`src/rtl/intc_pkg.sv`:
```
package intc_pkg;
    localparam int BANK_W   = 32;
    localparam int ADDR_W   = 8;
    localparam int NUM_GRP  = 4;
    localparam int GRP_W    = BANK_W / NUM_GRP;
    localparam int SUM_LSB  = 24;
    localparam int SEL_FLAG = 30;
    localparam int IDX_W    = $clog2(BANK_W);

    localparam logic [BANK_W-1:0] SUM_FIELD =
        {{(BANK_W-SUM_LSB-NUM_GRP){1'b0}}, {NUM_GRP{1'b1}}, {SUM_LSB{1'b0}}};
    localparam logic [BANK_W-1:0] HIGH_MASK_RST = SUM_FIELD;
    localparam logic [BANK_W-1:0] FLAG_BIT = BANK_W'(1) << SEL_FLAG;

    localparam logic [ADDR_W-1:0] OFS_LOW_CAUSE  = 8'h04;
    localparam logic [ADDR_W-1:0] OFS_HIGH_CAUSE = 8'h0C;
    localparam logic [ADDR_W-1:0] OFS_LOW_MASK   = 8'h14;
    localparam logic [ADDR_W-1:0] OFS_HIGH_MASK  = 8'h1C;
    localparam logic [ADDR_W-1:0] OFS_SELECT     = 8'h24;
    localparam logic [ADDR_W-1:0] OFS_VECTOR     = 8'h28;
    localparam logic [ADDR_W-1:0] OFS_PIN_CAUSE  = 8'h08;
    localparam logic [ADDR_W-1:0] OFS_PIN_MASK   = 8'h0C;

    typedef enum logic [1:0] {
        BANK_LOW  = 2'd0,
        BANK_HIGH = 2'd1,
        BANK_PIN  = 2'd2
    } bank_code_e;
endpackage

```
`src/rtl/intc_msb_enc.sv`:
```
module intc_msb_enc #(
    parameter int W  = 32,
    parameter int IW = $clog2(W)
) (
    input  logic [W-1:0]  vec,
    output logic          hit,
    output logic [IW-1:0] idx
);
    // Later iterations overwrite earlier ones: highest set bit wins.
    always_comb begin
        idx = '0;
        for (int i = 0; i < W; i++) begin
            if (vec[i]) idx = IW'(i);
        end
    end

    assign hit = |vec;
endmodule

```
`src/rtl/intc_cause_bank.sv`:
```
module intc_cause_bank #(
    parameter int         W     = 32,
    parameter bit         EDGE  = 1'b0,
    parameter logic [W-1:0] LIVE = '1
) (
    input  logic         clk,
    input  logic         rst_n,
    input  logic [W-1:0] src,
    input  logic         wr_en,
    input  logic [W-1:0] keep,
    output logic [W-1:0] cause
);
    logic [W-1:0] set_vec;
    logic [W-1:0] keep_vec;

    generate
        if (EDGE) begin : g_edge
            logic [W-1:0] prev_q;
            always_ff @(posedge clk or negedge rst_n) begin
                if (!rst_n) prev_q <= '0;
                else        prev_q <= src;
            end
            assign set_vec = src & ~prev_q & LIVE;
        end else begin : g_level
            assign set_vec = src & LIVE;
        end
    endgenerate

    assign keep_vec = wr_en ? keep : {W{1'b1}};

    // A set request in the same cycle as a clear wins.
    always_ff @(posedge clk or negedge rst_n) begin
        if (!rst_n) cause <= '0;
        else        cause <= (cause & keep_vec) | set_vec;
    end
endmodule

```
`src/rtl/casc_intc.sv`:
```
module casc_intc
    import intc_pkg::*;
(
    input  logic              clk,
    input  logic              rst_n,
    input  logic              bus_win,
    input  logic [ADDR_W-1:0] bus_addr,
    input  logic              bus_wr,
    input  logic              bus_rd,
    input  logic [BANK_W-1:0] bus_wdata,
    output logic [BANK_W-1:0] bus_rdata,
    input  logic [BANK_W-1:0] src_low,
    input  logic [BANK_W-1:0] src_high,
    input  logic [BANK_W-1:0] src_pin,
    output logic              cpu_irq
);
    logic              main_wr, pin_wr;
    logic              wr_low_cause, wr_high_cause, wr_pin_cause;
    logic [BANK_W-1:0] cause_low_q, cause_hstore_q, cause_pin_q;
    logic [BANK_W-1:0] mask_low_q, mask_high_q, mask_pin_q;
    logic [BANK_W-1:0] pin_live, low_live, high_live, cause_high_eff;
    logic [NUM_GRP-1:0] summary;
    logic              low_hit, high_hit, pin_hit, pin_route;
    logic [IDX_W-1:0]  low_idx, high_idx, pin_idx;
    logic [BANK_W-1:0] select_word, vec_word, rd_mux;
    logic              irq_q;

    // Write decode
    assign main_wr       = bus_wr && !bus_win;
    assign pin_wr        = bus_wr &&  bus_win;
    assign wr_low_cause  = main_wr && (bus_addr == OFS_LOW_CAUSE);
    assign wr_high_cause = main_wr && (bus_addr == OFS_HIGH_CAUSE);
    assign wr_pin_cause  = pin_wr  && (bus_addr == OFS_PIN_CAUSE);

    // Cause banks
    intc_cause_bank #(.W(BANK_W), .EDGE(1'b0), .LIVE({BANK_W{1'b1}})) u_bank_low (
        .clk(clk), .rst_n(rst_n), .src(src_low),
        .wr_en(wr_low_cause), .keep(bus_wdata), .cause(cause_low_q));

    intc_cause_bank #(.W(BANK_W), .EDGE(1'b0), .LIVE(~SUM_FIELD)) u_bank_high (
        .clk(clk), .rst_n(rst_n), .src(src_high),
        .wr_en(wr_high_cause), .keep(bus_wdata), .cause(cause_hstore_q));

    intc_cause_bank #(.W(BANK_W), .EDGE(1'b1), .LIVE({BANK_W{1'b1}})) u_bank_pin (
        .clk(clk), .rst_n(rst_n), .src(src_pin),
        .wr_en(wr_pin_cause), .keep(bus_wdata), .cause(cause_pin_q));

    // Mask registers
    always_ff @(posedge clk or negedge rst_n) begin
        if (!rst_n) begin
            mask_low_q  <= '0;
            mask_high_q <= HIGH_MASK_RST;
            mask_pin_q  <= '0;
        end else begin
            if (main_wr && bus_addr == OFS_LOW_MASK)  mask_low_q  <= bus_wdata;
            if (main_wr && bus_addr == OFS_HIGH_MASK) mask_high_q <= bus_wdata;
            if (pin_wr  && bus_addr == OFS_PIN_MASK)  mask_pin_q  <= bus_wdata;
        end
    end

    // Cascade: pin groups fold into high-bank summary bits
    assign pin_live = cause_pin_q & mask_pin_q;

    generate
        for (genvar g = 0; g < NUM_GRP; g++) begin : g_sum
            assign summary[g] = |pin_live[g*GRP_W +: GRP_W];
        end
    endgenerate

    assign cause_high_eff = (cause_hstore_q & ~SUM_FIELD) |
                            ({{(BANK_W-NUM_GRP){1'b0}}, summary} << SUM_LSB);
    assign low_live  = cause_low_q & mask_low_q;
    assign high_live = cause_high_eff & mask_high_q;
    assign pin_route = |(high_live & SUM_FIELD);

    // Priority encoders
    intc_msb_enc #(.W(BANK_W), .IW(IDX_W)) u_enc_low  (.vec(low_live),  .hit(low_hit),  .idx(low_idx));
    intc_msb_enc #(.W(BANK_W), .IW(IDX_W)) u_enc_high (.vec(high_live), .hit(high_hit), .idx(high_idx));
    intc_msb_enc #(.W(BANK_W), .IW(IDX_W)) u_enc_pin  (.vec(pin_live),  .hit(pin_hit),  .idx(pin_idx));

    // Select word and resolved vector
    assign select_word = high_hit ? (cause_high_eff | FLAG_BIT)
                                  : (cause_low_q & ~FLAG_BIT);

    always_comb begin
        vec_word = '0;
        if (pin_route && pin_hit)
            vec_word = {{(BANK_W-IDX_W-3){1'b0}}, 1'b1, BANK_PIN, pin_idx};
        else if (high_hit)
            vec_word = {{(BANK_W-IDX_W-3){1'b0}}, 1'b1, BANK_HIGH, high_idx};
        else if (low_hit)
            vec_word = {{(BANK_W-IDX_W-3){1'b0}}, 1'b1, BANK_LOW, low_idx};
    end

    // Read path
    always_comb begin
        rd_mux = '0;
        if (!bus_win) begin
            case (bus_addr)
                OFS_LOW_CAUSE:  rd_mux = cause_low_q;
                OFS_HIGH_CAUSE: rd_mux = cause_high_eff;
                OFS_LOW_MASK:   rd_mux = mask_low_q;
                OFS_HIGH_MASK:  rd_mux = mask_high_q;
                OFS_SELECT:     rd_mux = select_word;
                OFS_VECTOR:     rd_mux = vec_word;
                default:        rd_mux = '0;
            endcase
        end else begin
            case (bus_addr)
                OFS_PIN_CAUSE:  rd_mux = cause_pin_q;
                OFS_PIN_MASK:   rd_mux = mask_pin_q;
                default:        rd_mux = '0;
            endcase
        end
    end

    always_ff @(posedge clk or negedge rst_n) begin
        if (!rst_n)      bus_rdata <= '0;
        else if (bus_rd) bus_rdata <= rd_mux;
    end

    // CPU line
    always_ff @(posedge clk or negedge rst_n) begin
        if (!rst_n) irq_q <= 1'b0;
        else        irq_q <= low_hit | high_hit;
    end

    assign cpu_irq = irq_q;
endmodule

```
`config.mk`:
```
export PLATFORM = sky130hd
export DESIGN_NAME = casc_intc
export DESIGN_NICKNAME = d
export VERILOG_FILES = /design/src/rtl/intc_pkg.sv /design/src/rtl/intc_msb_enc.sv /design/src/rtl/intc_cause_bank.sv /design/src/rtl/casc_intc.sv
export SDC_FILE = /design/constraint.sdc
export NUM_CORES = 1
export LEC_CHECK = 0
export ABC_AREA = 1
export BUFFER_PORTS_ARGS = -buffer_cell sky130_fd_sc_hd__buf_2
export CORE_MARGIN = 10
export CORE_UTILIZATION = 40
export CTS_CLUSTER_DIAMETER = 100
export DETAILED_ROUTE_END_ITERATION = 12
export SETUP_SLACK_MARGIN = 0.3
export SYNTH_ARGS = -nofsm -noshare
export SYNTH_HDL_FRONTEND = slang
export SYNTH_HIERARCHICAL = 1
export SYNTH_SLANG_ARGS = --single-unit
```
`constraint.sdc`:
```
create_clock -name clk -period 3.1 [get_ports clk]
set_input_delay 0.155 -clock clk [delete_from_list [all_inputs] [get_ports clk]]
set_output_delay 0.155 -clock clk [all_outputs]
set_load 0.02 [all_outputs]
```
==> results of run 1 <==
==> power breakdown <==
group	internal, mW	total, mW	switching [mW]
logic	0.493	1.22	0.726
clock network	2.11	3.49	1.38
registers	3.39	3.44	0.0509
total	6.00	8.15	2.15
==> through the flow <==
step           std cells  setup slack [ns]  setup TNS, ns  cell area [um2]  utilization (%)
6_report            2880             0.286              0            18400             53.8
4_1_cts             2862             0.288              0            18000             52.6
3_5_place_dp        2623             0.277              0            15200             44.3
5_1_grt             2880           -0.0754        -0.0754            18400             53.8
3_3_place_gp        2623             0.262              0            15200             44.3
2_1_floorplan       2028             0.646              0            13800                -
==> flip-flops by register name (all words and copies together) (netlist names) <==
signal / cells
bus_rdata: 32
mask_high_q: 32
mask_low_q: 32
mask_pin_q: 32
u_bank_low/cause: 32
u_bank_pin/cause: 32
u_bank_pin/g_edge.prev_q: 32
u_bank_high/cause: 28
cpu_irq: 1
==> per-layer routing <==
| metal | vias up | GRT usage (%) |
|---|---|---|
| met5 | - | 0 |
| met4 | 0 | 6.02 |
| met3 | 72 | 3.26 |
| met2 | 401 | 34.7 |
| met1 | 6293 | 28.8 |
| li1 | 6792 | - |
==> what timing repair did <==
item                                   4_1_cts  5_1_grt
cloned                                       0        1
hold buffers                               185        0
buffers inserted                             2       17
pin swaps                                    1       35
resized for setup                            6       85
endpoints found under the hold margin      318        0
setup endpoints to repair                   15       31
==> final cells by class <==
type / instances / area, um2 / area share, %
Inverter: 447 / 1730 / 9.37
Clock inverter: 6 / 80.1 / 0.434
Tap cell: 455 / 569 / 3.09
Clock buffer: 46 / 890 / 4.83
Sequential cell: 253 / 6340 / 34.4
Multi-Input combinational cell: 1266 / 5630 / 30.6
Timing Repair Buffer: 407 / 3200 / 17.4
==> critical path, delay by kind of cell, from the launching register on <==
family,cells,cell delay (ns)
AO/OA/AOI/OAI,1,0.15
flip-flops,1,0.41
buffers and inverters,3,0.15
AND/OR/NAND/NOR,35,2.03
==> final timing paths <==
check                                                  start                           to  slack [ns]  cells after the start
worst max-delay path                     u_bank_pin/cause[2]                 bus_rdata[0]        0.29                     39
worst min-delay path                                  bus_rd                bus_rdata[30]        0.21                      4
worst max register to register           u_bank_pin/cause[2]                 bus_rdata[0]        0.29                     39
worst min register to register  u_bank_pin/g_edge.prev_q[22]         u_bank_pin/cause[22]        0.47                      3
max in group asynchronous                              rst_n         u_bank_low/cause[14]        1.96                      3
min in group asynchronous                              rst_n  u_bank_pin/g_edge.prev_q[8]        0.28                      2
==> metrics.md, run 1 <==
| Metric | Value |
|---|---|
| Residual DRC | `0` |
| Most frequent cells in the layout | `nand2_1 (785), inv_1 (419), dfrtp_1 (249)` |
| Unrepaired setup endpoints after global routing | `yes` |
| Port bufs | `about 170` |
| IR drop worst, VDD | `slightly above 0.4 mV` |
| Drt total wl | `45.5 mm` |
| Die Ht | `slightly above 200 um` |
| Yosys warnings | `6` |
| CP Class | `reg -> reg` |
| Cell Rows | `a little under 70` |
| Setup violators final | `0` |
| Hold WS | `0.211 ns` |
| Crit-path max cell delay | `0.41 ns` |
| Setup Skew | `0.0137 ns` |
| Largest net degree at the start of global routing | `approximately 110` |
| Total track usage | `21.3%` |
| Layout area overhead | `33.3%` |
| Maximum fanout along the worst path | `3` |
| Clk slew on worst S/H paths | `approximately 0.06 ns` |
| Vias per cell | `4.71` |
| Met3 Wirelength | `2.84 mm` |
| Crit path top cell by count | `nand2_1` |
| CTS Buffer Depth | `3` |
| CP max stage cell | `dfrtp_1` |
| Vias in the first global route | `13200` |
| Clock buffer count from CTS | `29` |
| Clock sink count | `between 200 and 300` |
| Fill count | `3308` |
| HPWL after DPL | `31.4 mm` |
| # diodes | `0` |
| Met2 WL | `21.1 mm` |
| CP startpoint kind | `register` |
| First-pass GRT wire length | `72.1 mm` |
| Most common cell after layout, fill and taps aside | `nand2_1` |
| Clock root cell | `clkbuf_16` |
| CP arrival | `3.28 ns` |
| WL per Instance | `between 15 and 20 um` |
| Share of layout cells above drive strength 1 | `15.6%` |
| Num ports | `174` |
| Outcome | `finished, final reports clean` |
| M1 WL | `20.3 mm` |
| Leak | `~10 nW` |
| Worst-Skew Late Latency | `~0.55 ns` |
| Cells after Synth | `roughly 2000` |
| Max layer used | `met4` |
| Final hold violations | `0` |
| Rel. slew slack | `38.9%` |
| CP Capture Type | `register` |
| Tot Pwr | `approximately 8.1 mW` |
| Initial antenna violation count | `0` |
| Post-synth design cell area | `13800 um2` |
| Mean Syn Cell Area | `6.82 um2` |
| Final worst path period share | `just over 90%` |
| Max-Cap Viols | `0` |
| CTS tree | `done` |
| Measured slew at the worst slew-check pin | `about 0.91 ns` |
| Die Wd | `206 um` |
| Max Freq | `355 MHz` |
| Final slew viol count | `0` |
| Grt ovf | `0` |
| Worst hold-check path type | `in -> reg` |
| Core Region | `approximately 34000 um2` |
| Mapped Nets | `2169` |
| CP Data Required Time | `3.57 ns` |
| Routed vias | `13600` |
| Pwr/cell area | `between 400 and 500 nW/um2` |
| Tmin final | `2.81 ns` |
| DRT Pass-1 Iters | `8` |
| Initial Util | `40.3%` |
| Routability Congestion | `just under 0.9` |
| Final #Nets | `2545` |
| ANT nets after route | `0` |
| H-Tree Depth | `1` |
| Die ar. | `42400 um2` |
| Iter 0 DRT Violations | `1004` |
(Power assumes the default switching activity.)
==> inputs of run 2 (changes only) <==
==> constraint.sdc (replaced) <==
create_clock -name clk -period 3.1 [get_ports clk]
set_input_delay 0.465 -clock clk [delete_from_list [all_inputs] [get_ports clk]]
set_output_delay 0.465 -clock clk [all_outputs]
set_load 0.02 [all_outputs]
==> metrics.md, run 2 (same netlist as run 1, synthesis figures left out) <==
| Metric | Value |
|---|---|
| Outcome | `finished, final reports clean` |
| Pwr/cell area | `475 nW/um2 (+7.4%)` |
| Hold depth | `1 (-3)` |
| Unrepaired setup endpoints after global routing | `yes` |
| Clock root cell | `clkbuf_16` |
| Port bufs | `169 (unchanged)` |
| Vias per cell | `4.75 (+0.97%)` |
| Clk slew on worst S/H paths | `0.06 ns (about the same)` |
| Measured slew at the worst slew-check pin | `0.900 ns (-0.0132 ns)` |
| Worst Reg-to-Reg Cells | `39 (unchanged)` |
| Buf/Inv on CP | `2 (-1)` |
| Die Wd | `206 um (unchanged)` |
| First-pass GRT wire length | `69.7 mm (-3.4%)` |
| Layout area overhead | `19.5%` |
| Rel. slew slack | `39.9% (+1.0 points)` |
| CP delay by family, top | `simple AND/OR/NAND/NOR gates` |
| CTS tree | `done` |
| Critical path depth | `39 (unchanged)` |
| Worst-Skew Late Latency | `0.57 ns (+0.02 ns)` |
| Max-Cap Viols | `0 (unchanged)` |
| CP Data Required Time | `3.55 ns (-0.02 ns)` |
| Core Region | `34300 um2 (unchanged)` |
| Post-Route Setup TNS | `0 ns (unchanged)` |
| Crit-path max cell delay | `0.41 ns (about the same)` |
| Max Freq | `352 MHz (-0.96%)` |
| CP max stage cell | `dfrtp_1` |
| # diodes | `0 (unchanged)` |
| Share of layout cells above drive strength 1 | `17.0% (+1.4 points)` |
| Met1 usage | `28.2% (-0.54 points)` |
| DRT Pass-1 Iters | `7 (-1)` |
| Final hold violations | `0 (unchanged)` |
| WL per Instance | `16.5 um (+4.3%)` |
| Num ports | `174 (unchanged)` |
| Die ar. | `42400 um2 (unchanged)` |
| Routed vias | `12800 (-5.5%)` |
| Iter 0 DRT Violations | `942 (-6.2%)` |
| Vias in the first global route | `12600 (-4.7%)` |
| Met3 global-route usage | `4.00% (+0.74 points)` |
| Cell Rows | `68 (unchanged)` |
| Final worst path period share | `91.7% (+0.88 points)` |
| Routability Congestion | `0.915 (+3.4%)` |
| Grt ovf | `0 (unchanged)` |
| Final slew viol count | `0 (unchanged)` |
| Final #Nets | `2365 (-7.1%)` |
| Tot Pwr | `7.85 mW (-3.7%)` |
| Tmin final | `2.84 ns (+0.0273 ns)` |
| Largest net degree at the start of global routing | `79 (-27%)` |
| HPWL after DPL | `32.1 mm (+2.4%)` |
| Leak | `9.82 nW (-5.9%)` |
| CTS Buffer Depth | `3 (unchanged)` |
| Die Ht | `206 um (unchanged)` |
| H-Tree Depth | `1 (unchanged)` |
| IR drop worst, VDD | `0.427 mV (+4.0%)` |
| Total track usage | `20.9% (-0.41 points)` |
| Worst hold-check path type | `in -> reg` |
| Clock sink count | `253 (unchanged)` |
| Residual DRC | `0 (unchanged)` |
| DP Worst Slack | `0.169 ns (-0.108 ns)` |
| Setup violators final | `0 (unchanged)` |
| Setup Skew | `0.0270 ns (+0.0132 ns)` |
| CP Class | `reg -> reg` |
| CP arrival | `3.29 ns (about the same)` |
| Maximum fanout along the worst path | `2 (-1)` |
| CP Capture Type | `register` |
| CP startpoint kind | `register` |
| Initial Util | `40.3% (unchanged)` |
| GR Layer Usage met2 | `33.7% (-1.1 points)` |
| Initial antenna violation count | `1 (+1)` |
| Final setup margin | `0.259 ns (-0.0273 ns)` |
| Crit path top cell by count | `nand2_1` |
| Clock buffer count from CTS | `29 (unchanged)` |
| Drt total wl | `44.4 mm (-2.4%)` |
| Busiest grt layer | `met2` |
| Fill count | `3456 (+4.5%)` |
| Most common cell after layout, fill and taps aside | `nand2_1` |
| ANT nets after route | `0 (unchanged)` |
| Most frequent cells in the layout | `nand2_1 (785), inv_1 (416), dfrtp_1 (249)` |
## run 2: changes by cell type in the layout (fill, tap and decap cells not counted), moves of 4 or more
cell	previous run	this run
dlygate4sd3_1	185	1
buf_4	42	49
clkbuf_8	10	4
a21oi_1	55	51
a21oi_2	4	8
## run 2: cell type report
type                       instances  area [um2]  area share [%]
timing repair buffer             227        1360            8.22
multi-input combinational       1266        5640            34.1
inverter                         447        1730            10.5
tap                              455         569            3.44
clock inverter                    10         103           0.621
sequential                       253        6340            38.3
clock buffer                      37         796            4.81
## run 2: through the flow
step	hold slack, ns	instance area (um2)	utilization (%)	cells
finish	0.0174	16500	48.2	2695
global route	0.00639	16500	48.2	2695
CTS	0.00457	16200	47.3	2678
detailed placement	0.461	15200	44.4	2627
global placement	0.464	15200	44.4	2627
floorplan	0.169	13800	-	2028
## run 2: path summary, 6_finish.rpt
kind / slack [ns] / to / from
hold reg to reg: 0.47 / u_bank_pin/cause[18] / u_bank_pin/g_edge.prev_q[18]
setup reg to reg: 0.26 / bus_rdata[0] / u_bank_high/cause[2]
setup / recovery: 0.26 / bus_rdata[0] / u_bank_high/cause[2]
hold / removal: 0.02 / u_bank_pin/g_edge.prev_q[11] / src_pin[11]
max in group asynchronous: 1.72 / mask_high_q[26] / rst_n
min in group asynchronous: 0.48 / u_bank_high/cause[8] / rst_n
## run 2: where the power goes
part           internal (mW)  switching (mW)  total [mW]
clock network           1.95            1.37        3.32
logic                  0.379           0.706        1.09
registers               3.39          0.0518        3.44
## run 2: routing by layer
layer / vias to the layer above / share of wire (%)
met5: - / 0.016
met4: 2 / 2.5
met3: 85 / 7.3
met2: 411 / 46
met1: 5896 / 44
li1: 6416 / -
## run 2: what timing repair did
item,in CTS,in global routing
setup buffers,3,17
setup endpoints to repair,29,31
endpoints found under the hold margin,62,0
pin swaps,6,36
hold buffers,1,0
resized for setup,15,73
## run 2: worst register-to-register path, delay by kind of cell (launching register included)
kind | cells | cell delay (ns)
and+or+nand+nor | 35 | 2.04
DFF | 1 | 0.41
buffers and inverters | 2 | 0.09
AOI/OAI and AO/OA | 2 | 0.20
==> inputs of run 3 (changes only) <==
--- a/config.mk
+++ b/config.mk
@@ -8,9 +8,10 @@
 export ABC_AREA = 1
 export BUFFER_PORTS_ARGS = -buffer_cell sky130_fd_sc_hd__buf_2
 export CORE_MARGIN = 10
-export CORE_UTILIZATION = 40
+export CORE_UTILIZATION = 55
 export CTS_CLUSTER_DIAMETER = 100
 export DETAILED_ROUTE_END_ITERATION = 12
+export PLACE_DENSITY = 0.76
 export SETUP_SLACK_MARGIN = 0.3
 export SYNTH_ARGS = -nofsm -noshare
 export SYNTH_HDL_FRONTEND = slang
==> metrics.md, run 3 (same netlist as run 1, synthesis figures left out) <==
| Metric | Value |
|---|---|
| Outcome | `finished, final reports clean` |
| Unrepaired setup endpoints after global routing | `yes` |
| Worst-Skew Late Latency | `0.54 ns (-0.03 ns)` |
| Iter 0 DRT Violations | `1459 (+55%)` |
| Vias in the first global route | `12900 (+2.2%)` |
| CP startpoint kind | `register` |
| Buf/Inv on CP | `2 (unchanged)` |
| First-pass GRT wire length | `65.9 mm (-5.5%)` |
| Initial antenna violation count | `0 (-1)` |
| # diodes | `0 (unchanged)` |
| Final #Nets | `2356 (-0.38%)` |
| Die Ht | `179 um (-13%)` |
| Max Freq | `348 MHz (-1.1%)` |
| Layout area overhead | `17.3%` |
| CP Data Required Time | `3.52 ns (-0.03 ns)` |
| Core Region | `24500 um2 (-28%)` |
| Measured slew at the worst slew-check pin | `0.852 ns (-0.0473 ns)` |
| CTS tree | `done` |
| Final setup margin | `0.227 ns (-0.0320 ns)` |
| Pwr/cell area | `483 nW/um2 (+1.6%)` |
| Residual DRC | `0 (unchanged)` |
| Grt ovf | `0 (unchanged)` |
| Share of layout cells above drive strength 1 | `15.9% (-1.1 points)` |
| Crit-path max cell delay | `0.41 ns (about the same)` |
| Most frequent cells in the layout | `nand2_1 (792), inv_1 (419), dfrtp_1 (249)` |
| CTS Buffer Depth | `3 (unchanged)` |
| Port bufs | `169 (unchanged)` |
| DP Worst Slack | `0.278 ns (+0.110 ns)` |
| Tmin final | `2.87 ns (+0.0320 ns)` |
| Final slew viol count | `0 (unchanged)` |
| RR Startpoint | `u_bank_low/cause[2]` |
| Largest net degree at the start of global routing | `87 (+10%)` |
| CP max stage cell | `dfrtp_1` |
| CP Class | `reg -> reg` |
| Routed vias | `13100 (+2.0%)` |
| Clock buffer count from CTS | `27 (-6.9%)` |
| CP Capture Type | `register` |
| Setup Skew | `0.0126 ns (-0.0144 ns)` |
| Setup violators final | `0 (unchanged)` |
| Num ports | `174 (unchanged)` |
| Clk slew on worst S/H paths | `0.06 ns (about the same)` |
| Clock root cell | `clkbuf_16` |
| HPWL after DPL | `29.2 mm (-9.0%)` |
| Post-route insts no fill | `2557 (-5.1%)` |
| Rel. slew slack | `43.1% (+3.2 points)` |
| Tot Pwr | `7.83 mW (-0.20%)` |
| Routability Congestion | `0.931 (+1.7%)` |
| Area of placed instances | `15000 um2 (-1.4%)` |
| Max-Cap Viols | `0 (unchanged)` |
| Drt total wl | `41.3 mm (-7.1%)` |
| IR drop worst, VDD | `0.428 mV (+0.24%)` |
| Final hold violations | `0 (unchanged)` |
| Hold path startpoint | `src_pin[4]` |
| Leak | `9.75 nW (-0.74%)` |
| Crit path top cell by count | `nand2_1` |
| Final worst path period share | `92.7% (+1.0 points)` |
| CP delay by family, top | `simple AND/OR/NAND/NOR gates` |
| Cell Rows | `57 (-16%)` |
| Clock sink count | `253 (unchanged)` |
| Total track usage | `25.8% (+4.9 points)` |
| H-Tree Depth | `1 (unchanged)` |
| Most common cell after layout, fill and taps aside | `nand2_1` |
| Die Wd | `179 um (-13%)` |
| WL per Instance | `16.1 um (-2.1%)` |
| Worst setup path start | `u_bank_low/cause[2]` |
| Worst hold-check path type | `in -> reg` |
| Initial Util | `56.4% (+16 points)` |
| CP arrival | `3.30 ns (about the same)` |
| Final Cell Area | `16200 um2 (-1.8%)` |
| Maximum fanout along the worst path | `3 (+1)` |
| Placed insts | `2491 (-5.2%)` |
| Vias per cell | `5.11 (+7.5%)` |
| Die ar. | `31900 um2 (-25%)` |
| ANT nets after route | `0 (unchanged)` |
| DRT Pass-1 Iters | `6 (-1)` |
run 3: worst paths after layout:
| check | to | slack [ns] | cells after the start |
|---|---|---|---|
| worst max-delay path | bus_rdata[0] | 0.23 | 39 |
| worst min-delay path | u_bank_pin/g_edge.prev_q[4] | 0.04 | 1 |
| worst max register to register | bus_rdata[0] | 0.23 | 39 |
| worst min register to register | u_bank_pin/cause[15] | 0.48 | 3 |
| max in group asynchronous | mask_pin_q[21] | 1.69 | 3 |
| min in group asynchronous | u_bank_pin/g_edge.prev_q[4] | 0.50 | 2 |
run 3: power by group:
group | switching, mW | internal (mW) | leakage [nW]
clock network | 1.31 | 2.03 | 0.450
registers | 0.0548 | 3.39 | 2.92
logic | 0.685 | 0.367 | 6.38
run 3: final cells by class:
cell class	instances	area, um2
inverter	447	1720
clock inverter	7	113
fill	2242	8300
sequential	253	6340
timing repair buffer	220	1270
tap	324	405
multi-input combinational	1266	5580
clock buffer	40	805
run 3: what timing repair did:
| action | 4_1_cts | 5_1_grt |
|---|---|---|
| hold buffers | 1 | 0 |
| buffers inserted | 0 | 18 |
| setup endpoints to repair | 14 | 31 |
| hold endpoints to repair | 72 | 0 |
| pin swaps | 0 | 27 |
| gates resized for setup | 4 | 53 |
run 3: metrics by stage:
step	setup TNS, ns	util [%]	hold WS, ns
3_5_place_dp	0	61.2	0.464
4_1_cts	0	65.0	0.0307
3_3_place_gp	0	61.2	0.462
5_1_grt	-0.0606	66.2	0.0274
6_report	0	66.2	0.0433
2_1_floorplan	0	-	0.169
run 3: layer usage:
layer | up-vias | global-route usage, % | share of wire (%)
met5 | - | 0 | 0
met4 | 0 | 6.79 | 2.4
met3 | 70 | 3.64 | 9.2
met2 | 556 | 43.5 | 47
met1 | 6035 | 34.3 | 41
li1 | 6400 | - | -
